File: src/rtl/autopoll_pkg.sv
package autopoll_pkg;
  typedef enum logic [2:0] {
    ACT_NONE,
    ACT_LATCH,
    ACT_CLEAR,
    ACT_SAMPLE,
    ACT_CLOCK
  } act_e;
endpackage

File: src/rtl/autopoll_window.sv
module autopoll_window #(
  parameter int VW = 9,
  parameter int HW = 11,
  parameter int unsigned HLO = 130,
  parameter int unsigned HHI = 256
) (
  input  logic [VW-1:0] vpos,
  input  logic [VW-1:0] vis_limit,
  input  logic [HW-1:0] hpos,
  output logic          hit
);
  localparam logic [HW-1:0] LO = HW'(HLO);
  localparam logic [HW-1:0] HI = HW'(HHI);

  assign hit = (vpos == vis_limit) && (hpos >= LO) && (hpos <= HI);
endmodule

File: src/rtl/autopoll_stepper.sv
module autopoll_stepper
  import autopoll_pkg::*;
#(
  parameter int NBITS = 16
) (
  input  logic clk,
  input  logic rst,
  input  logic advance,
  input  logic restart,
  output act_e act,
  output logic latch_q,
  output logic pclk_q,
  output logic busy_q
);
  localparam int IDLE = 2 * NBITS + 1;
  localparam int CW   = $clog2(IDLE + 1);
  localparam logic [CW-1:0] IDLE_V = CW'(IDLE);

  logic [CW-1:0] step_q;
  logic [CW-1:0] eff;

  always_comb begin
    eff = restart ? '0 : step_q;
    if (!advance || eff >= IDLE_V) act = ACT_NONE;
    else if (eff == '0)            act = ACT_LATCH;
    else if (eff == CW'(1))        act = ACT_CLEAR;
    else if (!eff[0])              act = ACT_SAMPLE;
    else                           act = ACT_CLOCK;
  end

  always_ff @(posedge clk) begin
    if (rst) begin
      step_q  <= IDLE_V;
      latch_q <= 1'b0;
      pclk_q  <= 1'b0;
      busy_q  <= 1'b0;
    end else begin
      pclk_q <= (act == ACT_CLOCK);
      if (act != ACT_NONE) begin
        step_q <= eff + CW'(1);
        busy_q <= (eff + CW'(1)) != IDLE_V;
      end
      if (act == ACT_LATCH) latch_q <= 1'b1;
      if (act == ACT_CLEAR) latch_q <= 1'b0;
    end
  end
endmodule

File: src/rtl/autopoll_shreg.sv
module autopoll_shreg #(
  parameter int NBITS = 16
) (
  input  logic             clk,
  input  logic             rst,
  input  logic             clr,
  input  logic             shift,
  input  logic             din,
  output logic [NBITS-1:0] q
);
  always_ff @(posedge clk) begin
    if (rst || clr) q <= '0;
    else if (shift) q <= {q[NBITS-2:0], din};
  end
endmodule

File: src/rtl/joy_autopoll.sv
module joy_autopoll
  import autopoll_pkg::*;
#(
  parameter int VW    = 9,
  parameter int HW    = 11,
  parameter int NBITS = 16,
  parameter int unsigned HLO = 130,
  parameter int unsigned HHI = 256
) (
  input  logic             clk,
  input  logic             rst,
  input  logic             strobe,
  input  logic             poll_en,
  input  logic [VW-1:0]    vpos,
  input  logic [HW-1:0]    hpos,
  input  logic [VW-1:0]    vis_limit,
  input  logic [1:0]       port_a_data,
  input  logic [1:0]       port_b_data,
  output logic             latch_o,
  output logic             port_a_clk,
  output logic             port_b_clk,
  output logic             busy,
  output logic [NBITS-1:0] word_a0,
  output logic [NBITS-1:0] word_b0,
  output logic [NBITS-1:0] word_a1,
  output logic [NBITS-1:0] word_b1
);
  localparam int NLANES = 4;

  logic hit;
  logic pclk;
  act_e act;
  logic [NLANES-1:0] lane_din;
  logic [NBITS-1:0]  lane_q [NLANES];

  autopoll_window #(.VW(VW), .HW(HW), .HLO(HLO), .HHI(HHI)) u_win (
    .vpos(vpos), .vis_limit(vis_limit), .hpos(hpos), .hit(hit)
  );

  autopoll_stepper #(.NBITS(NBITS)) u_step (
    .clk(clk), .rst(rst), .advance(strobe && poll_en), .restart(hit),
    .act(act), .latch_q(latch_o), .pclk_q(pclk), .busy_q(busy)
  );

  // lane order: A bit0, B bit0, A bit1, B bit1
  assign lane_din = {port_b_data[1], port_a_data[1], port_b_data[0], port_a_data[0]};

  for (genvar i = 0; i < NLANES; i++) begin : g_lane
    autopoll_shreg #(.NBITS(NBITS)) u_sr (
      .clk(clk), .rst(rst),
      .clr(act == ACT_CLEAR), .shift(act == ACT_SAMPLE),
      .din(lane_din[i]), .q(lane_q[i])
    );
  end

  assign port_a_clk = pclk;
  assign port_b_clk = pclk;
  assign word_a0 = lane_q[0];
  assign word_b0 = lane_q[1];
  assign word_a1 = lane_q[2];
  assign word_b1 = lane_q[3];
endmodule

File: config.mk
export PLATFORM = sky130hd
export DESIGN_NAME = joy_autopoll
export DESIGN_NICKNAME = d
export VERILOG_FILES = /design/src/rtl/autopoll_pkg.sv /design/src/rtl/autopoll_window.sv /design/src/rtl/autopoll_stepper.sv /design/src/rtl/autopoll_shreg.sv /design/src/rtl/joy_autopoll.sv
export SDC_FILE = /design/constraint.sdc
export NUM_CORES = 1
export LEC_CHECK = 0
export ABC_CLOCK_PERIOD_IN_PS = 3300
export BUFFER_PORTS_ARGS = -buffer_cell sky130_fd_sc_hd__buf_4
export CAP_MARGIN = 10
export CORE_MARGIN = 10
export CORE_UTILIZATION = 45
export DETAILED_ROUTE_END_ITERATION = 8
export MAX_ROUTING_LAYER = met4
export PLACE_DENSITY_LB_ADDON = 0.3
export SYNTH_ARGS = -nofsm -noshare
export SYNTH_HDL_FRONTEND = slang
export SYNTH_SLANG_ARGS = --single-unit
File: constraint.sdc
create_clock -name clk -period 3.3 [get_ports clk]
set_clock_uncertainty 0.05 [all_clocks]
set_input_delay 0.33 -clock clk [delete_from_list [all_inputs] [get_ports clk]]
set_output_delay 0.33 -clock clk [all_outputs]
set_load 0.01 [all_outputs]
# Yosys cells after proc, flatten, opt, wreduce, memory -nomap -nowiden
# Index checks and enable logic that the tools add are counted.
# W data, S select, Z words.
[totals]
reg_bits = 73
word_cells = 33
[op_classes]
add_sub_neg = 1
n_lt_le_gt_ge = 3
n_eq_ne = 7
muxes = 5
n_reduce_logical = 9
[ops]
columns = ["op", "count"]
rows = [
  ["$mux W3", 4],
  ["$ge A11 B8 Y1 const B", 1],
  ["$le A11 B9 Y1 const B", 1],
  ["$eq A9 B9 Y1", 1],
  ["$add A6 B1 Y6 const B", 1],
  ["$eq A3 B2 Y1 const B", 2],
  ["$eq A6 B1 Y1 const B", 1],
  ["$ge A6 B6 Y1 const B", 1],
  ["$logic_not A6 Y1", 1],
  ["$mux W6", 1],
  ["$ne A6 B6 Y1 const B", 1],
  ["$eq A3 B1 Y1 const B", 1],
  ["$eq A3 B3 Y1 const B", 1],
  ["$logic_and A1 B1 Y1", 3],
  ["$reduce_bool A3 Y1", 1],
  ["$logic_or A1 B1 Y1", 2],
  ["$reduce_or A2 Y1", 1],
  ["$logic_not A1 Y1", 1],
]

# Logic depth before layout (Yosys ltp)
[logic_depth]
ltp_word = 10
ltp_mapped = 14

# By module
# A second synthesis with hierarchy kept.
[unflattened]
hier_cells = 308
hier_area_um2 = 3150.5
[modules_own_cells]
columns = ["mod", "n_inst", "cells_each", "area_each_um2", "seq_area_each_um2"]
rows = [
  ["autopoll_shreg", 4, 53, 581.8, 320.3],
  ["autopoll_stepper", 1, 73, 635.6, 180.2],
  ["autopoll_window", 1, 19, 152.6, 0.0],
  ["joy_autopoll", 1, 4, 35.0, 0.0],
]

# Worst setup path after synthesis
# No wires, ideal clock.
[synth_path]
kind = "input-to-reg"
from = "input vis_limit[8]"
to = "register g_lane[0].u_sr.q[10]"
t_arrival_ps = 3330
required_ps = 3178
path_slack_ps = -151
stages = 13
path_buffers = 3
cell_sequence = "xor2_1 -> or3_1 -> a2111oi_4 -> buf_2 -> nor2b_1 -> ha_1 -> nand2b_1 -> o21a_1 -> a2111oi_1 -> mux2_4 -> buf_8 -> buf_12 -> mux2i_1"
[synth_between]
elab_chain_cells = 10
elab_cells_between_ends = 15
cone_classes = "order compare (1); eq/ne (4); mux (5); reduce/logical (5)"
[synth_lines]
columns = ["item", "line", "text"]
rows = [
  ["start, declared", "joy_autopoll.sv:16", "input logic [VW-1:0] vis_limit,"],
  ["$eq A9 B9 Y1 (*)", "autopoll_window.sv:15", "assign hit = (vpos == vis_limit) && (hpos >= LO) && (hpos <= HI);"],
  ["$logic_and A1 B1 Y1 (*) (2 in a row)", "autopoll_window.sv:15", ""],
  ["$mux W6 (*)", "autopoll_stepper.sv:23", "eff = restart ? '0 : step_q;"],
  ["branches (longest 3 deep; another with $ge A6 B6 Y1)", "n/a", ""],
  ["$mux W3 (*)", "autopoll_stepper.sv:24", "if (!advance || eff >= IDLE_V) act = ACT_NONE;"],
  ["$eq A3 B2 Y1", "joy_autopoll.sv:51", ".clr(act == ACT_CLEAR), .shift(act == ACT_SAMPLE),"],
  ["$logic_or A1 B1 Y1", "autopoll_shreg.sv:12", "if (rst || clr) q <= '0;"],
  ["end signal, assigned", "autopoll_shreg.sv:13", "else if (shift) q <= {q[NBITS-2:0], din};"],
  ["end, declared", "autopoll_shreg.sv:9", "output logic [NBITS-1:0] q"],
]
# Every way passes the cells marked *.
# A chain may end at the register's enable or synchronous reset.

# Worst setup path in the final report
[layout_path]
from = "input hpos[3]"
to = "register g_lane[2].u_sr.q[4]"
[layout_between]
elab_chain_cells = 10
elab_cells_between_ends = 16
cone_classes = "order compare (3); eq/ne (3); mux (5); reduce/logical (5)"
[layout_lines]
columns = ["item", "line", "text"]
rows = [
  ["start, declared", "joy_autopoll.sv:15", "input logic [HW-1:0] hpos,"],
  ["$ge A11 B8 Y1", "autopoll_window.sv:15", ""],
  ["$logic_and A1 B1 Y1", "autopoll_window.sv:15", ""],
  ["$logic_and A1 B1 Y1 (*)", "autopoll_window.sv:15", ""],
  ["$mux W6 (*)", "autopoll_stepper.sv:23", ""],
  ["branches (longest 3 deep; another with $ge A6 B6 Y1)", "n/a", ""],
  ["$mux W3 (*)", "autopoll_stepper.sv:24", ""],
  ["$eq A3 B2 Y1", "joy_autopoll.sv:51", ""],
  ["$logic_or A1 B1 Y1", "autopoll_shreg.sv:12", ""],
  ["end signal, assigned", "autopoll_shreg.sv:13", ""],
  ["end, declared", "autopoll_shreg.sv:9", ""],
]
# Marked as above.

==> impl_metrics.json <==
{
  "status": "complete, no violations",
  "min_path_type": "in -> reg",
  "pre_cts_slack_ns": 0.0387,
  "routabilityCongestion": 0.851,
  "cts_tree": "done",
  "grt_antenna_before_repair": 0,
  "n_antenna_cell": 0,
  "synth-main-ff-cell": "dfxtp_1",
  "clk_path_buf_depth": 2,
  "fin_cells": 597,
  "r2r_setup_slack_ns": 0.80,
  "synth_nets": 439,
  "drc": 0,
  "chipHeight_um": 111,
  "final_area_mm2": 0.00475,
  "postCtsSetupBuffers": 0,
  "multi_input_area_mm2": 0.00204,
  "end_kind": "flop",
  "crit_required_ns": 3.51,
  "period_needed_ns": 2.90,
  "cp_max_fo": 28,
  "grtUsageTotal_pct": 14.8,
  "ys_async_sr_fraction_pct": 0,
  "coreArea_mm2": 0.00818,
  "clkLatencyLatePin_ns": 0.34,
  "yosysTopAreaCellShare_pct": 38.9,
  "grt-ovfl-total": 0,
  "ys_types": 43,
  "viasPerCell": 5.26,
  "yosys.area.top_type": "dfxtp_1",
  "hold_viol_final": 0,
  "io_pins": 105,
  "start_util_pct": 46.0,
  "worst_pin_slew_ns": 0.858,
  "setup_viol": 0,
  "fin_ws_ns": 0.399,
  "grt_pass1_wl_mm": 15.2,
  "ir_worst_vdd_mv": 0.188,
  "vias": 3142,
  "cts-root-buf": "clkbuf_8",
  "dieArea_mm2": 0.0124,
  "final_antenna_net_count": 0,
  "hpwl_mm": 6.57,
  "die_w_um": 111,
  "synth_common_cells": "dfxtp_1, o21ai_0, nor2b_1",
  "post-place-cells": 582,
  "leakage_nw": 1.87,
  "clk_pin_slew_ns": 0.07,
  "ctsResizeCount": 0,
  "cellPowerDensity_mw_per_mm2": 359,
  "h-tree-depth": 3,
  "cts_sinks": 73,
  "seqCellArea_mm2": 0.00146,
  "floorplan.rows": 33,
  "maxCapViolations": 0,
  "drv_slew": 0,
  "area_growth_pct": 26.4,
  "fin_nets": 529,
  "synth_area_mm2": 0.00376,
  "yosysSeqAreaShare_pct": 38.9,
  "nFillCells": 729,
  "wire_per_inst_um": 15.8,
  "routed_wl_mm": 9.45,
  "placed_area_mm2": 0.00454,
  "hold_buffers": 0,
  "drt_first_pass_iters": 4,
  "grt_pass1_vias": 3030,
  "synth_edf_count": 0,
  "synth_area_leaders": "dfxtp_1, mux2i_1, nor2b_1, o21ai_0, buf_12",
  "start_kind": "input port",
  "synthCells": 398,
  "synth-seq-cells": 73,
  "slew_headroom_pct": 42.8,
  "rsz0062_at_grt": "no",
  "drive_gt1_share_pct": 27.2,
  "cts_buffers": 9,
  "max_freq_mhz": 345,
  "placement.io_buffers": 104,
  "setup_tns_ns": 0,
  "min_period_over_period_pct": 87.9,
  "path_class": "in -> reg",
  "worstPathArrival_ns": 3.11,
  "drtIter0Drc": 300,
  "syn_area_per_cell_um2": 9.44,
  "p_total_mw": 1.71,
  "yosysWarningCount": 0,
  "grt_max_degree": 86
}
-- registers in the layout, indices dropped and copies added, names as in the netlist --
register and count:
g_lane.u_sr.q 64, u_step.busy_q 1, u_step.latch_q 1, u_step.pclk_q 1
u_step.step_q 6
-- kinds of logic (layout without fill, tap and decap cells) --
| group | Yosys count | after routing | synth area share, % |
|---|---|---|---|
| AND/OR/NAND/NOR | 113 | 113 | 18.1 |
| AO/OA/AOI/OAI | 90 | 90 | 14.0 |
| flip-flops | 73 | 73 | 38.9 |
| multiplexers | 68 | 68 | 18.3 |
| buffers and inverters | 40 | 134 | 7.02 |
| XOR/XNOR | 10 | 10 | 2.33 |
| adder cells (fa/ha/maj) | 4 | 4 | 1.33 |
-- critical path, stage by stage --
cell	delay, ns
buf_4	0.11
nor4_2	0.30
nand4_1	0.19
a2111oi_4	0.39
nor2b_1	0.13
ha_1	0.25
nand2b_1	0.18
o21a_1	0.24
a2111oi_2	0.28
mux2_4	0.27
buf_12	0.22
mux2i_1	0.21
-- per-layer routing --
layer	up-vias	GRT usage, %	part of all wire (%)
met3	6	3.70	5.0
met5	-	-	0
met4	0	4.80	0.80
li1	1576	-	-
met2	92	23.2	49
met1	1468	18.3	45
-- area by class of cell --
type | count | share of cell area [%]
clock inverters | 6 | 1.76
inverters | 6 | 0.474
well taps | 105 | 2.76
flip-flops and latches | 73 | 30.8
clock buffers | 9 | 2.61
repair buffers | 113 | 18.6
multi-input cells | 285 | 43.0
-- through the flow --
step / utilization, % / hold slack [ns]
6_report: 58.1 / 0.332
5_1_grt: 58.1 / 0.333
4_1_cts: 58.1 / 0.313
3_5_place_dp: 55.6 / 0.402
3_3_place_gp: 55.6 / 0.396
2_1_floorplan: - / 0.425
-- worst paths after layout --
| path | from | endpoint | cells past startpoint |
|---|---|---|---|
| max reg2reg | u_step.step_q[0]$_SDFFE_PP1P_ | g_lane[2].u_sr.q[15]$_SDFFE_PP0N_ | 8 |
| min | port_a_data[1] | g_lane[2].u_sr.q[0]$_SDFFE_PP0N_ | 4 |
| min reg2reg | u_step.latch_q$_SDFFE_PP0N_ | u_step.latch_q$_SDFFE_PP0N_ | 2 |
| max | hpos[3] | g_lane[2].u_sr.q[4]$_SDFFE_PP0N_ | 12 |
-- power breakdown --
| part | switching, mW | internal (mW) |
|---|---|---|
| Combinational | 0.0362 | 0.0394 |
| Clock | 0.331 | 0.419 |
| Sequential | 0.0000679 | 0.880 |
| Total | 0.367 | 1.34 |
-- layout by cell type (no fill, tap or decap), drive strengths merged --
cell,synthesis,layout
a2111oi,2,2
o32a,1,1
xor2,1,1
ha,4,4
a211o,1,1
and3,2,2
o2111a,1,1
o21a,2,2
o21ai,74,74
nor4,4,4
mux2,2,2
nand3,4,4
nand2,3,3
nand2b,2,2
mux2i,66,66
clkbuf,25,9
nand4,3,3
a32o,2,2
xnor2,9,9
a221o,1,1
dfxtp,73,73
and2,1,1
a22oi,1,1
nor4b,3,3
nor2,11,11
nand4b,1,1
or3,4,4
clkinv,0,4
nor2b,72,72
o211ai,1,1
a21oi,1,1
buf,9,113
nor3b,1,1
nor3,2,2
a221oi,1,1
bufinv,0,2
inv,6,6
a211oi,2,2
Note: power is estimated with default switching activity, not from simulation.
